## config.mk

```make
export PLATFORM = sky130hd
export DESIGN_NAME = store_queue_fwd
export DESIGN_NICKNAME = d
export VERILOG_FILES = /design/src/rtl/sbq_pkg.sv /design/src/rtl/sbq_ptrs.sv /design/src/rtl/sbq_entries.sv /design/src/rtl/sbq_lookup.sv /design/src/rtl/store_queue_fwd.sv
export SDC_FILE = /design/constraint.sdc
export NUM_CORES = 1
export LEC_CHECK = 0
export BUFFER_PORTS_ARGS = -buffer_cell sky130_fd_sc_hd__buf_4
export CAP_MARGIN = 20
export CORE_UTILIZATION = 50
export DETAILED_ROUTE_END_ITERATION = 12
export PLACE_DENSITY = 0.69
export REMOVE_ABC_BUFFERS = 1
export SLEW_MARGIN = 10
export SYNTH_ARGS = -nofsm -noshare
export SYNTH_HDL_FRONTEND = slang
export SYNTH_HIERARCHICAL = 1
export SYNTH_SLANG_ARGS = --single-unit
export TNS_END_PERCENT = 1
```

## constraint.sdc

```tcl
create_clock -name clk -period 13.73 [get_ports clk]
set_input_delay 2.746 -clock clk [delete_from_list [all_inputs] [get_ports clk]]
set_output_delay 2.746 -clock clk [all_outputs]
set_load 0.03 [all_outputs]
```

## src/rtl/sbq_pkg.sv

```systemverilog
`timescale 1ns/1ps
package sbq_pkg;
  localparam int OFF_W  = 3;
  localparam int DATA_W = 64;

  typedef enum logic [1:0] {
    LD_CACHE = 2'd0,
    LD_FWD   = 2'd1,
    LD_WAIT  = 2'd2
  } ld_resp_e;

  function automatic logic [3:0] size_bytes(input logic [1:0] sz);
    return 4'd1 << sz;
  endfunction

  // load bytes [l_off, l_off+lb) lie inside store bytes [s_off, s_off+sb)
  function automatic logic covers(input logic [OFF_W-1:0] s_off, input logic [1:0] s_sz,
                                  input logic [OFF_W-1:0] l_off, input logic [1:0] l_sz);
    logic [4:0] s_end;
    logic [4:0] l_end;
    s_end = 5'(s_off) + 5'(size_bytes(s_sz));
    l_end = 5'(l_off) + 5'(size_bytes(l_sz));
    return (l_off >= s_off) && (l_end <= s_end);
  endfunction

  function automatic logic [DATA_W-1:0] extract(input logic [DATA_W-1:0] d,
                                                input logic [OFF_W-1:0] skip,
                                                input logic [1:0] l_sz);
    logic [DATA_W-1:0] sh;
    logic [DATA_W-1:0] m;
    sh = d >> {skip, 3'b000};
    m  = (l_sz == 2'd3) ? '1 : ((64'd1 << {size_bytes(l_sz), 3'b000}) - 64'd1);
    return sh & m;
  endfunction
endpackage

```

## src/rtl/sbq_ptrs.sv

```systemverilog
`timescale 1ns/1ps
module sbq_ptrs #(
  parameter int DEPTH = 4,
  parameter int PTR_W = 3
) (
  input  logic             clk,
  input  logic             rst_n,
  input  logic             alloc_valid,
  input  logic             ret_valid,
  input  logic             fence_valid,
  input  logic             flush_valid,
  input  logic [PTR_W-1:0] flush_tag,
  input  logic             senior_head,
  output logic [PTR_W-1:0] head,
  output logic [PTR_W-1:0] tail,
  output logic [PTR_W-1:0] ret_ptr,
  output logic [PTR_W-1:0] count,
  output logic             full,
  output logic             alloc_fire,
  output logic             ret_fire,
  output logic             commit_fire,
  output logic             fence_act,
  output logic [PTR_W-1:0] fence_tag
);
  logic [PTR_W-1:0] head_n, tail_n, ret_n, fence_tag_n;
  logic [PTR_W-1:0] fl_dist, rt_dist;
  logic             fence_act_n;

  assign count       = tail - head;
  assign full        = (count == PTR_W'(DEPTH));
  assign alloc_fire  = alloc_valid && !full && !flush_valid;
  assign ret_fire    = ret_valid && (ret_ptr != tail);
  assign commit_fire = (count != '0) && senior_head;

  always_comb begin
    head_n  = head + {{(PTR_W-1){1'b0}}, commit_fire};
    ret_n   = ret_ptr + {{(PTR_W-1){1'b0}}, ret_fire};
    tail_n  = tail + {{(PTR_W-1){1'b0}}, alloc_fire};
    fl_dist = flush_tag - head;
    rt_dist = ret_n - head;
    if (flush_valid && (fl_dist <= count))
      tail_n = (fl_dist < rt_dist) ? ret_n : flush_tag;   // never cut a senior store
    fence_act_n = fence_act;
    fence_tag_n = fence_tag;
    if (fence_act && (head_n == fence_tag)) fence_act_n = 1'b0;
    if (flush_valid && ((fence_tag - head) > (tail_n - head))) fence_tag_n = tail_n;
    if (fence_valid) begin
      fence_act_n = 1'b1;
      fence_tag_n = tail_n;
    end
  end

  always_ff @(posedge clk or negedge rst_n) begin
    if (!rst_n) begin
      head      <= '0;
      tail      <= '0;
      ret_ptr   <= '0;
      fence_act <= 1'b0;
      fence_tag <= '0;
    end else begin
      head      <= head_n;
      tail      <= tail_n;
      ret_ptr   <= ret_n;
      fence_act <= fence_act_n;
      fence_tag <= fence_tag_n;
    end
  end
endmodule

```

## src/rtl/sbq_entries.sv

```systemverilog
`timescale 1ns/1ps
module sbq_entries
  import sbq_pkg::*;
#(
  parameter int DEPTH = 4,
  parameter int AW    = 12,
  parameter int IDX_W = 2
) (
  input  logic                          clk,
  input  logic                          rst_n,
  input  logic                          alloc_fire,
  input  logic [IDX_W-1:0]              alloc_idx,
  input  logic                          sta_valid,
  input  logic [IDX_W-1:0]              sta_idx,
  input  logic [AW-1:0]                 sta_addr,
  input  logic [1:0]                    sta_size,
  input  logic                          std_valid,
  input  logic [IDX_W-1:0]              std_idx,
  input  logic [DATA_W-1:0]             std_data,
  input  logic                          ret_fire,
  input  logic [IDX_W-1:0]              ret_idx,
  output logic [DEPTH-1:0]              addr_v,
  output logic [DEPTH-1:0]              data_v,
  output logic [DEPTH-1:0]              senior,
  output logic [DEPTH-1:0][AW-1:0]      addr,
  output logic [DEPTH-1:0][1:0]         size,
  output logic [DEPTH-1:0][DATA_W-1:0]  data
);
  for (genvar i = 0; i < DEPTH; i++) begin : g_ent
    logic              av_q, dv_q, sn_q;
    logic [AW-1:0]     a_q;
    logic [1:0]        s_q;
    logic [DATA_W-1:0] d_q;

    always_ff @(posedge clk or negedge rst_n) begin
      if (!rst_n) begin
        av_q <= 1'b0;
        dv_q <= 1'b0;
        sn_q <= 1'b0;
        a_q  <= '0;
        s_q  <= '0;
        d_q  <= '0;
      end else begin
        if (alloc_fire && alloc_idx == IDX_W'(i)) begin
          av_q <= 1'b0;
          dv_q <= 1'b0;
          sn_q <= 1'b0;
        end
        if (sta_valid && sta_idx == IDX_W'(i)) begin
          av_q <= 1'b1;
          a_q  <= sta_addr;
          s_q  <= sta_size;
        end
        if (std_valid && std_idx == IDX_W'(i)) begin
          dv_q <= 1'b1;
          d_q  <= std_data;
        end
        if (ret_fire && ret_idx == IDX_W'(i)) sn_q <= 1'b1;
      end
    end

    assign addr_v[i] = av_q;
    assign data_v[i] = dv_q;
    assign senior[i] = sn_q;
    assign addr[i]   = a_q;
    assign size[i]   = s_q;
    assign data[i]   = d_q;
  end
endmodule

```

## src/rtl/sbq_lookup.sv

```systemverilog
`timescale 1ns/1ps
module sbq_lookup
  import sbq_pkg::*;
#(
  parameter int DEPTH = 4,
  parameter int AW    = 12,
  parameter int PTR_W = 3,
  parameter int IDX_W = 2
) (
  input  logic [PTR_W-1:0]              head,
  input  logic [PTR_W-1:0]              count,
  input  logic [DEPTH-1:0]              addr_v,
  input  logic [DEPTH-1:0]              data_v,
  input  logic [DEPTH-1:0][AW-1:0]      addr,
  input  logic [DEPTH-1:0][1:0]         size,
  input  logic [DEPTH-1:0][DATA_W-1:0]  data,
  input  logic                          fence_act,
  input  logic [PTR_W-1:0]              fence_tag,
  input  logic                          ld_valid,
  input  logic [PTR_W-1:0]              ld_tag,
  input  logic [AW-1:0]                 ld_addr,
  input  logic [1:0]                    ld_size,
  output logic                          hit_found,
  output logic [IDX_W-1:0]              hit_idx,
  output logic                          fence_block,
  output ld_resp_e                      resp,
  output logic [DATA_W-1:0]             ld_data
);
  logic [PTR_W-1:0] ld_dist, fc_dist;
  logic [IDX_W-1:0] idx;
  logic [OFF_W-1:0] s_off, l_off;

  assign ld_dist     = ld_tag - head;
  assign fc_dist     = fence_tag - head;
  assign fence_block = fence_act && (head != fence_tag) && (ld_dist >= fc_dist);

  // walk oldest to youngest; the last candidate seen is the youngest older one
  always_comb begin
    hit_found = 1'b0;
    hit_idx   = '0;
    idx       = '0;
    for (int k = 0; k < DEPTH; k++) begin
      idx = head[IDX_W-1:0] + IDX_W'(k);
      if ((PTR_W'(k) < count) && (PTR_W'(k) < ld_dist) &&
          (!addr_v[idx] || (addr[idx][AW-1:OFF_W] == ld_addr[AW-1:OFF_W]))) begin
        hit_found = 1'b1;
        hit_idx   = idx;
      end
    end
  end

  assign s_off = addr[hit_idx][OFF_W-1:0];
  assign l_off = ld_addr[OFF_W-1:0];

  always_comb begin
    resp    = LD_CACHE;
    ld_data = '0;
    if (ld_valid) begin
      if (fence_block)                 resp = LD_WAIT;
      else if (!hit_found)             resp = LD_CACHE;
      else if (!addr_v[hit_idx])       resp = LD_WAIT;
      else if (data_v[hit_idx] && covers(s_off, size[hit_idx], l_off, ld_size)) begin
        resp    = LD_FWD;
        ld_data = extract(data[hit_idx], l_off - s_off, ld_size);
      end else                         resp = LD_WAIT;
    end
  end
endmodule

```

## src/rtl/store_queue_fwd.sv

```systemverilog
`timescale 1ns/1ps
module store_queue_fwd
  import sbq_pkg::*;
#(
  parameter int DEPTH = 4,
  parameter int AW    = 12,
  parameter int PTR_W = $clog2(DEPTH) + 1
) (
  input  logic              clk,
  input  logic              rst_n,
  input  logic              alloc_valid,
  output logic              alloc_ready,
  output logic [PTR_W-1:0]  alloc_tag,
  input  logic              sta_valid,
  input  logic [PTR_W-1:0]  sta_tag,
  input  logic [AW-1:0]     sta_addr,
  input  logic [1:0]        sta_size,
  input  logic              std_valid,
  input  logic [PTR_W-1:0]  std_tag,
  input  logic [63:0]       std_data,
  input  logic              ret_valid,
  input  logic              fence_valid,
  input  logic              flush_valid,
  input  logic [PTR_W-1:0]  flush_tag,
  input  logic              ld_valid,
  input  logic [PTR_W-1:0]  ld_tag,
  input  logic [AW-1:0]     ld_addr,
  input  logic [1:0]        ld_size,
  output logic [1:0]        ld_resp,
  output logic [63:0]       ld_data,
  output logic              cm_valid,
  output logic [AW-1:0]     cm_addr,
  output logic [1:0]        cm_size,
  output logic [63:0]       cm_data
);
  localparam int IDX_W = $clog2(DEPTH);

  logic [PTR_W-1:0] head, tail, ret_ptr, count, fence_tag;
  logic             full, alloc_fire, ret_fire, commit_fire, fence_act;
  logic [IDX_W-1:0] head_idx, ret_idx;
  logic [DEPTH-1:0] addr_v, data_v, senior;
  logic [DEPTH-1:0][AW-1:0]     addr;
  logic [DEPTH-1:0][1:0]        size;
  logic [DEPTH-1:0][DATA_W-1:0] data;
  logic             hit_found, fence_block;
  logic [IDX_W-1:0] hit_idx;
  ld_resp_e         resp;

  assign head_idx = head[IDX_W-1:0];
  assign ret_idx  = ret_ptr[IDX_W-1:0];

  sbq_ptrs #(.DEPTH(DEPTH), .PTR_W(PTR_W)) u_ptrs (
    .clk(clk), .rst_n(rst_n), .alloc_valid(alloc_valid), .ret_valid(ret_valid),
    .fence_valid(fence_valid), .flush_valid(flush_valid), .flush_tag(flush_tag),
    .senior_head(senior[head_idx]), .head(head), .tail(tail), .ret_ptr(ret_ptr),
    .count(count), .full(full), .alloc_fire(alloc_fire), .ret_fire(ret_fire),
    .commit_fire(commit_fire), .fence_act(fence_act), .fence_tag(fence_tag)
  );

  sbq_entries #(.DEPTH(DEPTH), .AW(AW), .IDX_W(IDX_W)) u_entries (
    .clk(clk), .rst_n(rst_n), .alloc_fire(alloc_fire), .alloc_idx(tail[IDX_W-1:0]),
    .sta_valid(sta_valid), .sta_idx(sta_tag[IDX_W-1:0]), .sta_addr(sta_addr),
    .sta_size(sta_size), .std_valid(std_valid), .std_idx(std_tag[IDX_W-1:0]),
    .std_data(std_data), .ret_fire(ret_fire), .ret_idx(ret_idx),
    .addr_v(addr_v), .data_v(data_v), .senior(senior), .addr(addr), .size(size), .data(data)
  );

  sbq_lookup #(.DEPTH(DEPTH), .AW(AW), .PTR_W(PTR_W), .IDX_W(IDX_W)) u_lookup (
    .head(head), .count(count), .addr_v(addr_v), .data_v(data_v), .addr(addr),
    .size(size), .data(data), .fence_act(fence_act), .fence_tag(fence_tag),
    .ld_valid(ld_valid), .ld_tag(ld_tag), .ld_addr(ld_addr), .ld_size(ld_size),
    .hit_found(hit_found), .hit_idx(hit_idx), .fence_block(fence_block),
    .resp(resp), .ld_data(ld_data)
  );

  assign alloc_ready = !full && !flush_valid;
  assign alloc_tag   = tail;
  assign ld_resp     = resp;
  assign cm_valid    = commit_fire;
  assign cm_addr     = addr[head_idx];
  assign cm_size     = size[head_idx];
  assign cm_data     = data[head_idx];
endmodule

```

After elaboration in Yosys (flattened, before gate mapping)
Index checks and enable logic that the tools add are counted.

Register bits after elaboration: 337. Bits of input ports: 113. Output and inout port bits: 149. Logic and storage cells: 228.

Add/subtract/negate cells: 16. Order comparisons: 19. Equal/unequal tests: 21. Shift operators: 4. Mux-type cells: 73. Bitwise gates (word level): 1. Reductions and logical operators: 65.

Operator list (count): $mux 64 (8); $bmux 64 s2 (2); $bmux 12 s2 (5); $and 64x64->64 (1); $shl 1x7->64 const A (1); $shr 64x6->64 (1); $sub 64x1->64 const B (1); $mux 12 (4); $eq 9x9->1 (4); $logic_and 1x1->1 (36); $mux 1 (29); $reduce_bool 2->1 (14); $mux 2 (11); $sub 3x3->3 (7); $eq 2x2->1 const B (9); $lt 2x3->1 const B (5); $mux 3 (5); $bmux 1 s2 (7); $lt 1x3->1 const A (4); $lt 2x3->1 const A (4); $add 3x4->5 (2); $add 3x1->3 (3); $bmux 2 s2 (2); $eq 2x1->1 const B (4); other kinds (15) (30).

Logic depth before layout (Yosys ltp)
Word-level depth: 21. Depth in mapped cells: 39. Mapped depth without buffers: 34.

By module
The synthesis kept the hierarchy.

By module, submodules not included: sbq_entries (instances 1, cells an instance 716, area each 12255.5 um^2, sequential area each 8107.8 um^2); sbq_lookup (instances 1, cells an instance 1422, area each 9848.2 um^2, sequential area each 0.0 um^2); store_queue_fwd (instances 1, cells an instance 98, area each 1896.8 um^2, sequential area each 0.0 um^2); sbq_ptrs (instances 1, cells an instance 103, area each 1149.9 um^2, sequential area each 325.3 um^2).

Worst setup path after synthesis
Ideal clock, no wire load.

Path kind: in2out. From: in ld_tag[0]. To: out ld_data[10]. Arrival time: 9.840 ns. Data required time: 10.984 ns. Path slack: 1.144 ns. Stages on the path: 36. Buffers on the path: 4. Cell sequence: inv_1 > ha_1 > inv_1 > fa_1 > xnor3_1 > o21ba_2 > nand2_1 > and4b_1 > a221oi_1 > a32oi_1 > o22a_1 > and2_1 > buf_6 > clkinv_2 > buf_6 > buf_2 > buf_2 > nand2_1 > nand2_1 > nor2_1 > a31oi_1 > ha_1 > inv_1 > fa_1 > ha_1 > nor2b_1 > o21a_1 > o21ai_0 > nand2b_1 > a21oi_1 > o22ai_1 > or3_1 > or2_2 > inv_1 > o21ai_1 > nor4_1.

Cells in the longest elaborated chain, start to end: 20. Elaborated cells on any way between the ends: 47. Classes of those cells: 3 x add/sub; 7 x order compare; 2 x shift; 23 x mux; 1 x bitwise; 11 x reduce/logical.

RTL lines: start: declaration (line store_queue_fwd.sv:26) `input logic [PTR_W-1:0] ld_tag,`; $sub 3x3->3 * (line sbq_lookup.sv:33) `assign ld_dist = ld_tag - head;`; $lt 1x3->1 (line sbq_lookup.sv:44) `if ((PTR_W'(k) < count) && (PTR_W'(k) < ld_dist) &&`; $logic_and 1x1->1 (2 in a row) (line sbq_lookup.sv:44); $mux 2 (3 in a row) (line sbq_lookup.sv:44); $mux 2 * (line sbq_lookup.sv:44); named net hit_idx[1] (line store_queue_fwd.sv:46) `logic [IDX_W-1:0] hit_idx;`; $bmux 2 s2 (line sbq_lookup.sv:62) `else if (data_v[hit_idx] && covers(s_off, size[hit_idx], l_off, ld_size)) begin`; $mux 2 (not written as such) (line sbq_lookup.sv:62); [2 not listed]; $le 5x5->1 (line sbq_pkg.sv:23) `return (l_off >= s_off) && (l_end <= s_end);`; $logic_and 1x1->1 (line sbq_pkg.sv:23); $logic_and 1x1->1 (line sbq_lookup.sv:62); $mux 64 (line sbq_lookup.sv:62); $mux 64 * (line sbq_lookup.sv:61) `else if (!addr_v[hit_idx]) resp = LD_WAIT;`; $mux 64 * (line sbq_lookup.sv:60) `else if (!hit_found) resp = LD_CACHE;`; $mux 64 * (line sbq_lookup.sv:59) `if (fence_block) resp = LD_WAIT;`; $mux 64 * (line sbq_lookup.sv:58) `if (ld_valid) begin`; end: declaration (line store_queue_fwd.sv:30) `output logic [63:0] ld_data,`.

The timed path passes the listed nets; every way through them passes the cells marked *. The select of a mux whose other input is x is not followed.

Final worst setup path
From: in ld_tag[0]. To: out ld_data[60].

The elaborated chain is that of the path after synthesis.

==> flow_metrics.tcl <==
set metrics [dict create \
    status "complete, no violations" \
    grt_use_total_pct 31.1 \
    vias_per_cell 6.72 \
    layout_common_cells "dfrtp_1, buf_4, mux2_2, nor3_1, a211oi_1" \
    worst_path_max_delay_cell "or4_1" \
    synth_area_um2 25100 \
    antenna_found_initial 12 \
    ios 262 \
    wire_per_inst_um 25.4 \
    layout_commonest_cell "dfrtp_1" \
    dieArea_um2 51200 \
    crit_path_start_kind "input pin" \
    drv_slew 0 \
    regArea_um2 8440 \
    cts_sinks 337 \
    clockBufferDepth 3 \
    htree_levels 2 \
    first_pass_iters 5 \
    grt_pass1_vias 20700 \
    hold_path_class "reg -> reg" \
    worstMarginPinSlew_ps 1100 \
    fill_cells 4155 \
    finalHoldViolations 0 \
    setup_viol 0 \
    path_class "in -> out" \
    multi_input_area_um2 15300 \
    start_util_pct 51.1 \
    area_growth_pct 13.2 \
    die_w_um 226 \
    use_met2_pct 48.1 \
    wirelength_um 80000 \
    netlist_instances 2338 \
    grt_busiest_layer "met2" \
    final_util_pct 57.8 \
    period_needed_ps 13240 \
    arrival_ps 10490 \
    die_h_um 226 \
    dr.first_iter.drc_count 2367 \
    cts_setup_buffers 0 \
    routed-via-count 21200 \
    maxCapViolCount 0 \
    cts_inserted_buffers 42 \
    slew_headroom_pct 26.1 \
    clk_latency_ps 570 \
    rows 81 \
    drc 0 \
    grt_max_degree 169 \
    ctsHoldBuffers 0 \
    avgSynthCellArea_um2 10.8 \
    finalCritPeriodShare_pct 96.4 \
    endpoint_kind "output port" \
    grt_overflow 0 \
    worst_path_largest_cell_delay_ps 770 \
    use_met3_pct 7.41 \
    path_clk_slew_ps 60 \
    drive_above_1_share_pct 32.8 \
    whs_ps 484 \
    grt_pass1_wl_um 123000 \
    coreArea_um2 49300 \
    worst-path-max-fanout 16 \
    root_buffer "clkbuf_16" \
    cts_tree "built" \
    rsz0062_at_grt "false" \
    antenna_left 0 \
    max_clock_freq_mhz 75.5 \
    required_ps 10980 \
    met1_usage_pct 42.0 \
    nNetsFinal 2606 \
    hpwlAfterDp_um 51800 \
    io_buffers 259 \
    yosys_warnings 6 \
    gp_congestion 0.931 \
    clock-skew-final_ps 2.93 \
    cts-resized-gates 0 \
    tns_ps 0 \
]
[per-stage QoR]
step	instances	instance area [um2]	worst slack, ps
6_report	3146	28500	492
3_3_place_gp	3064	27000	676
5_1_grt	3145	28500	28.4
4_1_cts	3140	28500	541
3_5_place_dp	3064	27000	561
2_1_floorplan	2102	23900	-13480
[final cells by class]
type | instances | share of cell area, %
multi-input combinational | 1718 | 53.8
sequential | 337 | 29.7
timing repair buffer | 298 | 7.97
clock buffer | 65 | 4.54
tap | 664 | 2.92
inverter | 47 | 0.633
clock inverter | 11 | 0.400
antenna | 6 | 0.0527
[flip-flops by register name, indices dropped and copies added (netlist names)]
name                  count
u_entries/g_ent.a_q      48
u_entries/g_ent.av_q      4
u_entries/g_ent.d_q     256
u_entries/g_ent.dv_q      4
u_entries/g_ent.s_q       8
u_entries/g_ent.sn_q      4
u_ptrs/fence_act          1
u_ptrs/fence_tag          3
u_ptrs/head               3
u_ptrs/ret_ptr            3
u_ptrs/tail               3
[path summary, 6_finish.rpt]
check,start,to,slack (ps),cells after the start
setup / recovery,ld_tag[0],ld_data[60],490,32
hold / removal,u_ptrs/fence_act,u_ptrs/fence_act,480,1
setup reg to reg,u_ptrs/head[0],u_ptrs/fence_tag[0],7690,21
hold reg to reg,u_ptrs/fence_act,u_ptrs/fence_act,480,1
max in group asynchronous,rst_n,u_ptrs/head[1],9890,2
min in group asynchronous,rst_n,u_entries/g_ent[3].d_q[45],2270,1
[routing by layer]
layer	vias up	wire (um)
li1	9177	-
met1	10600	32800
met2	1129	36800
met3	189	7540
met4	10	2790
met5	-	73
[critical path, delay by kind of cell]
kind                     cells  cell delay [ps]
AO/OA/AOI/OAI                9             2100
XOR/XNOR                     1              410
adder cells (fa/ha/maj)      5             1400
buffers and inverters        7             1050
multiplexers                 1              360
AND/OR/NAND/NOR              9             2410
Power is left out: the tool's default activity adds up to more than one toggle a clock period on the data nets, which glitch-free logic cannot reach.
